## src/rtl/usb_hs_pkg.sv

```systemverilog
package usb_hs_pkg;

    typedef enum logic [1:0] {
        TK_RSVD  = 2'd0,
        TK_OUT   = 2'd1,
        TK_IN    = 2'd2,
        TK_SETUP = 2'd3
    } tok_kind_e;

    typedef enum logic [2:0] {
        RC_SILENT   = 3'd0,
        RC_DATA     = 3'd1,
        RC_ACK      = 3'd2,
        RC_NAK      = 3'd3,
        RC_STALL    = 3'd4,
        RC_BITSTUFF = 3'd5
    } rsp_code_e;

endpackage

```

## src/rtl/usb_hs_ep_lookup.sv

```systemverilog
module usb_hs_ep_lookup #(
    parameter int NUM_TX = 3,
    parameter int NUM_RX = 3,
    parameter int EP_W   = 4,
    localparam int NUM_EP = 1 + NUM_TX + NUM_RX
) (
    input  logic [EP_W-1:0] tok_ep,
    output logic            in_range,
    output logic            is_ctrl,
    output logic            can_in,
    output logic            can_out
);

    logic [NUM_EP-1:0] cap_in_v;
    logic [NUM_EP-1:0] cap_out_v;
    logic [NUM_EP-1:0] sh_in;
    logic [NUM_EP-1:0] sh_out;

    // Capability per pipe: 0 both ways, then transmit-only, then receive-only
    for (genvar g = 0; g < NUM_EP; g++) begin : g_cap
        assign cap_in_v[g]  = (g == 0) || (g <= NUM_TX);
        assign cap_out_v[g] = (g == 0) || (g > NUM_TX);
    end

    always_comb begin
        in_range = (tok_ep < EP_W'(NUM_EP));
        is_ctrl  = (tok_ep == '0);
        sh_in    = cap_in_v >> tok_ep;
        sh_out   = cap_out_v >> tok_ep;
        can_in   = in_range && sh_in[0];
        can_out  = in_range && sh_out[0];
    end

endmodule

```

## src/rtl/usb_hs_decide.sv

```systemverilog
module usb_hs_decide
    import usb_hs_pkg::*;
(
    input  logic       tok_valid,
    input  logic [1:0] tok_kind,
    input  logic       addr_hit,
    input  logic       is_ctrl,
    input  logic       can_in,
    input  logic       can_out,
    input  logic       en,
    input  logic       st,
    input  logic       iso,
    input  logic       dat,
    input  logic       bfree,
    output logic       vld,
    output logic [2:0] code,
    output logic       rx_fire
);

    logic accept;
    logic is_in;

    always_comb begin
        is_in  = (tok_kind == TK_IN);
        accept = tok_valid && addr_hit && en &&
                 ((is_in && can_in) ||
                  ((tok_kind == TK_OUT) && can_out) ||
                  ((tok_kind == TK_SETUP) && is_ctrl));
        vld     = accept;
        code    = RC_SILENT;
        rx_fire = 1'b0;
        if (accept) begin
            if (st) begin
                code = RC_STALL;
            end else if (is_in) begin
                if (dat)      code = RC_DATA;
                else if (iso) code = RC_BITSTUFF;
                else          code = RC_NAK;
            end else begin
                if (bfree) begin
                    rx_fire = 1'b1;
                    code    = iso ? RC_SILENT : RC_ACK;
                end else begin
                    code    = iso ? RC_SILENT : RC_NAK;
                end
            end
        end
    end

endmodule

```

## src/rtl/usb_hs_responder.sv

```systemverilog
module usb_hs_responder
    import usb_hs_pkg::*;
#(
    parameter int NUM_TX = 3,
    parameter int NUM_RX = 3,
    parameter int ADDR_W = 7,
    parameter int EP_W   = 4,
    localparam int NUM_EP = 1 + NUM_TX + NUM_RX,
    localparam int IDX_W  = $clog2(NUM_EP)
) (
    input  logic              clk,
    input  logic              rst_n,
    input  logic              tok_valid,
    input  logic [1:0]        tok_kind,
    input  logic [ADDR_W-1:0] tok_addr,
    input  logic [EP_W-1:0]   tok_ep,
    input  logic [ADDR_W-1:0] func_addr,
    input  logic [NUM_EP-1:0] ep_enable,
    input  logic [NUM_EP-1:0] ep_stall,
    input  logic [NUM_EP-1:0] ep_iso,
    input  logic [NUM_EP-1:0] ep_has_data,
    input  logic [NUM_EP-1:0] ep_buf_free,
    output logic              rsp_valid,
    output logic [2:0]        rsp_code,
    output logic [IDX_W-1:0]  rsp_fifo,
    output logic [NUM_EP-1:0] rx_done
);

    typedef struct packed {
        logic              vld;
        logic [2:0]        code;
        logic [IDX_W-1:0]  fifo;
        logic [NUM_EP-1:0] rxd;
    } out_t;

    out_t st_d, st_q;

    logic in_range, is_ctrl, can_in, can_out;
    logic dec_vld, dec_fire;
    logic [2:0] dec_code;
    logic [NUM_EP-1:0] sel_en, sel_st, sel_iso, sel_dat, sel_bf;

    usb_hs_ep_lookup #(.NUM_TX(NUM_TX), .NUM_RX(NUM_RX), .EP_W(EP_W)) u_lookup (
        .tok_ep   (tok_ep),
        .in_range (in_range),
        .is_ctrl  (is_ctrl),
        .can_in   (can_in),
        .can_out  (can_out)
    );

    // Pick the addressed pipe's status bits by shifting it down to bit 0
    always_comb begin
        sel_en  = ep_enable   >> tok_ep;
        sel_st  = ep_stall    >> tok_ep;
        sel_iso = ep_iso      >> tok_ep;
        sel_dat = ep_has_data >> tok_ep;
        sel_bf  = ep_buf_free >> tok_ep;
    end

    usb_hs_decide u_decide (
        .tok_valid (tok_valid),
        .tok_kind  (tok_kind),
        .addr_hit  (tok_addr == func_addr),
        .is_ctrl   (is_ctrl),
        .can_in    (can_in),
        .can_out   (can_out),
        .en        (sel_en[0] && in_range),
        .st        (sel_st[0]),
        .iso       (sel_iso[0]),
        .dat       (sel_dat[0]),
        .bfree     (sel_bf[0]),
        .vld       (dec_vld),
        .code      (dec_code),
        .rx_fire   (dec_fire)
    );

    always_comb begin
        st_d      = '0;
        st_d.vld  = dec_vld;
        if (dec_vld) begin
            st_d.code = dec_code;
            st_d.fifo = IDX_W'(tok_ep);
        end
        if (dec_fire) st_d.rxd = NUM_EP'(1) << tok_ep;
    end

    always_ff @(posedge clk) begin
        if (!rst_n) st_q <= '0;
        else        st_q <= st_d;
    end

    assign rsp_valid = st_q.vld;
    assign rsp_code  = st_q.code;
    assign rsp_fifo  = st_q.fifo;
    assign rx_done   = st_q.rxd;

    p_addr_miss_r1: assert property (@(posedge clk) disable iff (!rst_n)
        (tok_valid && tok_addr != func_addr) |=> !rsp_valid);

    p_rxdone_onehot_r7: assert property (@(posedge clk) disable iff (!rst_n)
        $onehot0(rx_done));

    p_rxdone_answered_r9: assert property (@(posedge clk) disable iff (!rst_n)
        (|rx_done) |-> (rsp_valid && (rsp_code == RC_ACK || rsp_code == RC_SILENT)));

    p_bitstuff_from_in_r6: assert property (@(posedge clk) disable iff (!rst_n)
        (rsp_valid && rsp_code == RC_BITSTUFF) |-> ($past(tok_valid) && $past(tok_kind) == TK_IN));

    p_answer_follows_token_r10: assert property (@(posedge clk) disable iff (!rst_n)
        rsp_valid |-> $past(tok_valid));

    p_ep_bound_r2: assert property (@(posedge clk) disable iff (!rst_n)
        (tok_valid && tok_ep >= EP_W'(NUM_EP)) |=> !rsp_valid);

endmodule

```

## config.mk

```make
export PLATFORM = sky130hd
export DESIGN_NAME = usb_hs_responder
export DESIGN_NICKNAME = d
export VERILOG_FILES = /design/src/rtl/usb_hs_pkg.sv /design/src/rtl/usb_hs_ep_lookup.sv /design/src/rtl/usb_hs_decide.sv /design/src/rtl/usb_hs_responder.sv
export SDC_FILE = /design/constraint.sdc
export NUM_CORES = 1
export LEC_CHECK = 0
export ABC_CLOCK_PERIOD_IN_PS = 1290
export BUFFER_PORTS_ARGS = -buffer_cell sky130_fd_sc_hd__buf_2
export CAP_MARGIN = 20
export CORE_MARGIN = 2
export CORE_UTILIZATION = 36
export CTS_BUF_LIST = sky130_fd_sc_hd__clkbuf_2 sky130_fd_sc_hd__clkbuf_4 sky130_fd_sc_hd__clkbuf_8
export DETAILED_ROUTE_END_ITERATION = 8
export GPL_TIMING_DRIVEN = 0
export PLACE_DENSITY = 0.77
export SYNTH_ARGS = -nofsm -noshare
export SYNTH_HDL_FRONTEND = slang
export SYNTH_SLANG_ARGS = --single-unit
```

## constraint.sdc

```tcl
create_clock -name clk -period 1.29 [get_ports clk]
set_input_delay 0.0645 -clock clk [delete_from_list [all_inputs] [get_ports clk]]
set_output_delay 0.0645 -clock clk [all_outputs]
set_load 0.005 [all_outputs]
```

==> impl_metrics.ini, run 1 <==
[outcome]
status = finished clean

[worst_setup_path]
crit_fanout = 3
crit_path_top_delay_cell = a2111oi_4
crit_path_start_kind = input port
critical_path.top_delay_family = compound AO/OA/AOI/OAI gates
critPathCaptureType = register
max_stage_delay_ns = 0.40
cpMostUsedCell = buf_6
worstSetupPathType = in -> reg
arrival_ns = 1.48
path_cells = buf_6, xor2_2, a2111oi_4, nand4b_4, buf_6, nor4_4, a21boi_2
crit_end = rsp_code[0]
path_buf_inv = 2
required_ns = 1.51
startpoint = tok_addr[2]
worstSetupPathDepth = 7

[global_routing]
grt_max_degree = 11
grt_usage = 0.180
grt_pass1_vias = 960
antenna_found_initial = 0
grt_pass1_wl_mm = 3.88
grt_overflow = 0

[sta]
tns_ns = 0
worst_slack_ns = 0.0316
rsz0062_at_grt = true
timing_hold_violations_final = 0
min_period_ns = 1.26
setup-violations-final = 0
min_period_over_period = 0.976
holdWs_ns = 0.163
slew_violations = 0
fmax_mhz = 795

[drt]
drtPass1Iterations = 4
routedWlPerCell_um = 13.9
drtAntennaViolNets = 0
wl_mm = 2.80
vias_per_cell = 5.12
num_vias = 1029
first_iter_violations = 25
drc_errors = 0

[clock_network]
cts_tree = done
holdBufCountCts = 0
cts_made_buffers = 3
htree_num_levels = 1
clk_path_buf_depth = 2
numClockSinks = 14
ctsRootBufferMaster = clkbuf_4
clkSlewWorstSetupHoldPaths_ns = 0.08

[logic_synthesis]
synth_seq_cells = 14
synth_fa_ha_area_frac = 0
yosys.area_share.simple = 0.236
yosys-mux-area-fraction = 0.176
yosys_warnings = 0
synth_top_family_by_area = simple AND/OR/NAND/NOR gates
synth_area_leaders = dfxtp_1, mux2i_1, xor2_1
synthCells = 90
yosys.area.top_type_share = 0.304
yosys.area.top_type = dfxtp_1
seq_area_frac_synth = 0.304
syn-cell-area_um2 = 923
synthXorXnorAreaFrac = 0.0664
synth_compound_area_frac = 0.160
synth_cell_type_count = 36
syn_avg_cell_area_um2 = 10.3

[finish]
area_delta_synth_final_pct = 62.9
final_util = 0.613
multi_input_area_um2 = 652
finalInstanceArea_mm2 = 0.00150
drive_gt1_frac = 0.573
nets = 230
final_cells = 201
nFillCells = 210
register_area_um2 = 280
num_antenna_cells = 0

[pwr]
vdd_drop_max_uv = 473
powerDensity_mw_per_mm2 = 710
leakage_nw = 0.797
power.total_mw = 1.07

[die]
chipWidth_um = 54.6
num_rows = 18
ios = 72
dieArea_mm2 = 0.00299
coreArea_mm2 = 0.00245
start_util = 0.376
die-height_um = 54.6

[hold_path]
hold_path.class = in -> reg
whs_path_depth = 3

[flow_run]
cap_violations = 0

[placed_design]
dp_hpwl_mm = 2.13
place.gp.congestion = 0.708
pre_cts_ws_ns = -0.327
dp.cells = 192
io_buffer_count = 70
dpl_cell_area_mm2 = 0.00134
[per-layer routing]
metal	share of wire	GRT usage	vias up	routed length (um)
li1	-	-	492	-
met5	0	0	-	0
met3	0.073	0.0191	8	205
met4	0.029	0.0708	0	80
met1	0.35	0.187	464	990
met2	0.54	0.357	65	1520
[worst min-delay path by stage]
stage	from	to	slack (ns)
after floorplan	tok_kind[1]	rsp_code[0]	0.28
after global placement	rx_done[0]	rx_done[0]	0.44
after detailed placement	rx_done[3]	rx_done[3]	0.44
after CTS	tok_kind[1]	rsp_code[0]	0.15
after global routing	tok_kind[1]	rsp_code[0]	0.16
final	tok_kind[1]	rsp_code[0]	0.16
[registers in the layout, summed over array words and instances, names as in the netlist]
register / count
rx_done: 7
rsp_code: 3
rsp_fifo: 3
rsp_valid: 1
[placed cells by master (no fill, tap or decap), types with 3 or more instances in the layout]
master    count
buf_2        68
nand2_1       6
xor2_1        4
buf_6         5
clkbuf_4      4
conb_1        3
inv_1         5
o221ai_1      3
nor2_1        5
dfxtp_1      14
mux2i_1      14
[worst min-delay path, stage by stage]
cell and delay [ns]:
buf_2 0.12, nand2b_1 0.15, a21boi_2 0.07
[cell usage after synthesis]
library cell and number:
dfxtp_1 14, mux2i_1 14, nand2_1 6, inv_1 5, nor2_1 5, xor2_1 5, o221ai_1 4, a221oi_1 3
nand2b_1 3, and2_1 2, and3_1 2, buf_4 2, xnor2_1 2, a2111oi_4 1, a21boi_1 1, a221o_2 1
a221oi_2 1, and2_4 1, and2b_1 1, and3b_1 1, buf_2 1, buf_6 1, conb_1 1, mux4_2 1
nand4_1 1, nand4b_1 1, nand4b_4 1, nor3_1 1, nor3_2 1, nor3b_1 1, nor3b_2 1, nor4_2 1
nor4_4 1, o211a_1 1, o211ai_1 1, o21a_1 1
[final cells by class]
type | instances | share of cell area
Buffer | 4 | 0.0358
Clock buffer | 4 | 0.0241
Inverter | 5 | 0.0125
Multi-Input combinational cell | 69 | 0.433
Sequential cell | 14 | 0.186
Tap cell | 30 | 0.0250
Timing Repair Buffer | 75 | 0.283
[cell families after synthesis]
| group | after synthesis |
|---|---|
| AO/OA/AOI/OAI | 14 |
| XOR/XNOR | 7 |
| multiplexers | 15 |
| other | 1 |
| flip-flops | 14 |
| buffers and inverters | 9 |
| AND/OR/NAND/NOR | 30 |
[what timing repair did]
action | CTS | global route
setup buffers | 1 | 3
endpoints found under the setup margin | 6 | 9
pin swaps | 3 | 7
gates resized for setup | 1 | 16
cloned | 0 | 1
[power breakdown]
| group | switching [mW] | internal, mW | leakage, nW |
|---|---|---|---|
| registers | 0.000874 | 0.437 | 0.114 |
| logic | 0.156 | 0.172 | 0.662 |
| clock network | 0.130 | 0.172 | 0.0210 |
No activity file was read; power rests on OpenSTA's default activity.
==> run 2, diff against run 1 <==
- CORE_MARGIN: 2 -> 10
==> impl_metrics.ini, run 2 (same netlist as run 1, synthesis figures left out) <==
[outcome]
status = finished clean

[worst_setup_path]
required_ns = 1.47
worstSetupPathType = in -> reg
startpoint = tok_ep[0]
crit_path_start_kind = input port
critPathCaptureType = register
crit_fanout = 8
arrival_ns = 1.45

[global_routing]
grt_overflow = 0
grt_max_degree = 11
grt_pass1_vias = 1130
antenna_found_initial = 0
grt_usage = 0.117
grt_pass1_wl_mm = 4.89

[clock_network]
clk_path_buf_depth = 2
htree_num_levels = 1
clkSlewWorstSetupHoldPaths_ns = 0.09
ctsRootBufferMaster = clkbuf_4
cts_tree = done
numClockSinks = 14
cts_made_buffers = 3
holdBufCountCts = 0

[finish]
layout_commonest_cell = buf_2
final_util = 0.599
nets = 230
drive_gt1_frac = 0.556
largest_register_ffs = 7
nFillCells = 218
layout_common_cells = buf_2, mux2i_1, dfxtp_1, nand2_1
area_delta_synth_final_pct = 59.3
final_cells = 201
num_antenna_cells = 0

[drt]
drc_errors = 0
drtAntennaViolNets = 0
vias_per_cell = 4.93
first_iter_violations = 19
drtPass1Iterations = 4
num_vias = 991
wl_mm = 3.09
routedWlPerCell_um = 15.4

[sta]
timing_hold_violations_final = 0
min_period_over_period = 0.985
rsz0062_at_grt = true
min_period_ns = 1.27
slew_violations = 0
setup-violations-final = 0
fmax_mhz = 787

[die]
ios = 72
die-height_um = 70.6
dieArea_mm2 = 0.00499
chipWidth_um = 70.6
num_rows = 18
coreArea_mm2 = 0.00245
start_util = 0.376

[pwr]
leakage_nw = 0.793
vdd_drop_max_uv = 591
powerDensity_mw_per_mm2 = 725

[hold_path]
worstHoldStart = tok_kind[1]
hold_path.class = in -> reg

[flow_run]
cap_violations = 0

[placed_design]
dp.cells = 192
io_buffer_count = 70
place.gp.congestion = 0.746
dp_hpwl_mm = 2.70
run 2: cell count changes in the layout (fill, tap and decap cells not counted), sizes merged:
cell / delta
buf: +2
clkbuf: -2
run 2: final cells by class:
type	instances	area, um^2	share of cell area
timing repair buffer	75	410	0.279
clock buffer	4	36.3	0.0247
inverter	5	18.8	0.0128
multi-input combinational	69	626	0.425
tap	30	37.5	0.0255
buffer	4	62.6	0.0425
sequential	14	280	0.190
run 2: timing repair:
action	4_1_cts	5_1_grt
cloned	0	0
gates resized for setup	2	10
endpoints found under the setup margin	6	5
buffers inserted	1	4
hold endpoints to repair	0	0
pin swaps	2	5
run 2: critical path, cell delays in order:
cell and delay [ns]:
buf_8 0.08, buf_12 0.12, buf_4 0.14, mux4_2 0.53, nor2_1 0.23, nor3_2 0.11
and2_1 0.17
run 2: worst paths after layout:
path	to	slack (ns)	depth (start not counted)
min	rsp_code[0]	0.16	3
max	rsp_fifo[0]	0.02	7
run 2: where the power goes:
part / internal [mW] / switching (mW) / total (mW)
Clock: 0.172 / 0.137 / 0.309
Combinational: 0.174 / 0.146 / 0.320
Sequential: 0.437 / 0.00120 / 0.438
Total: 0.783 / 0.284 / 1.07
run 2: through the flow:
step                hold WS [ns]  setup WS, ns  TNS, ns  total power [mW]  cell area (um^2)
floorplan                  0.283       -0.0587   -0.236             0.613               952
global placement           0.436        -0.313    -2.33             0.726              1340
detailed placement         0.445        -0.342    -2.79             0.736              1340
CTS                        0.150       0.00382        0              1.04              1390
global route               0.152       -0.0310  -0.0338              1.14              1470
finish                     0.156        0.0194        0              1.07              1470
run 2: layer usage:
metal | GRT usage | up-vias | part of all wire
li1 | - | 493 | -
met1 | 0.110 | 455 | 0.37
met3 | 0.0432 | 2 | 0.074
met2 | 0.221 | 41 | 0.55
met5 | 0 | - | 0
met4 | 0.0538 | 0 | 0.0068
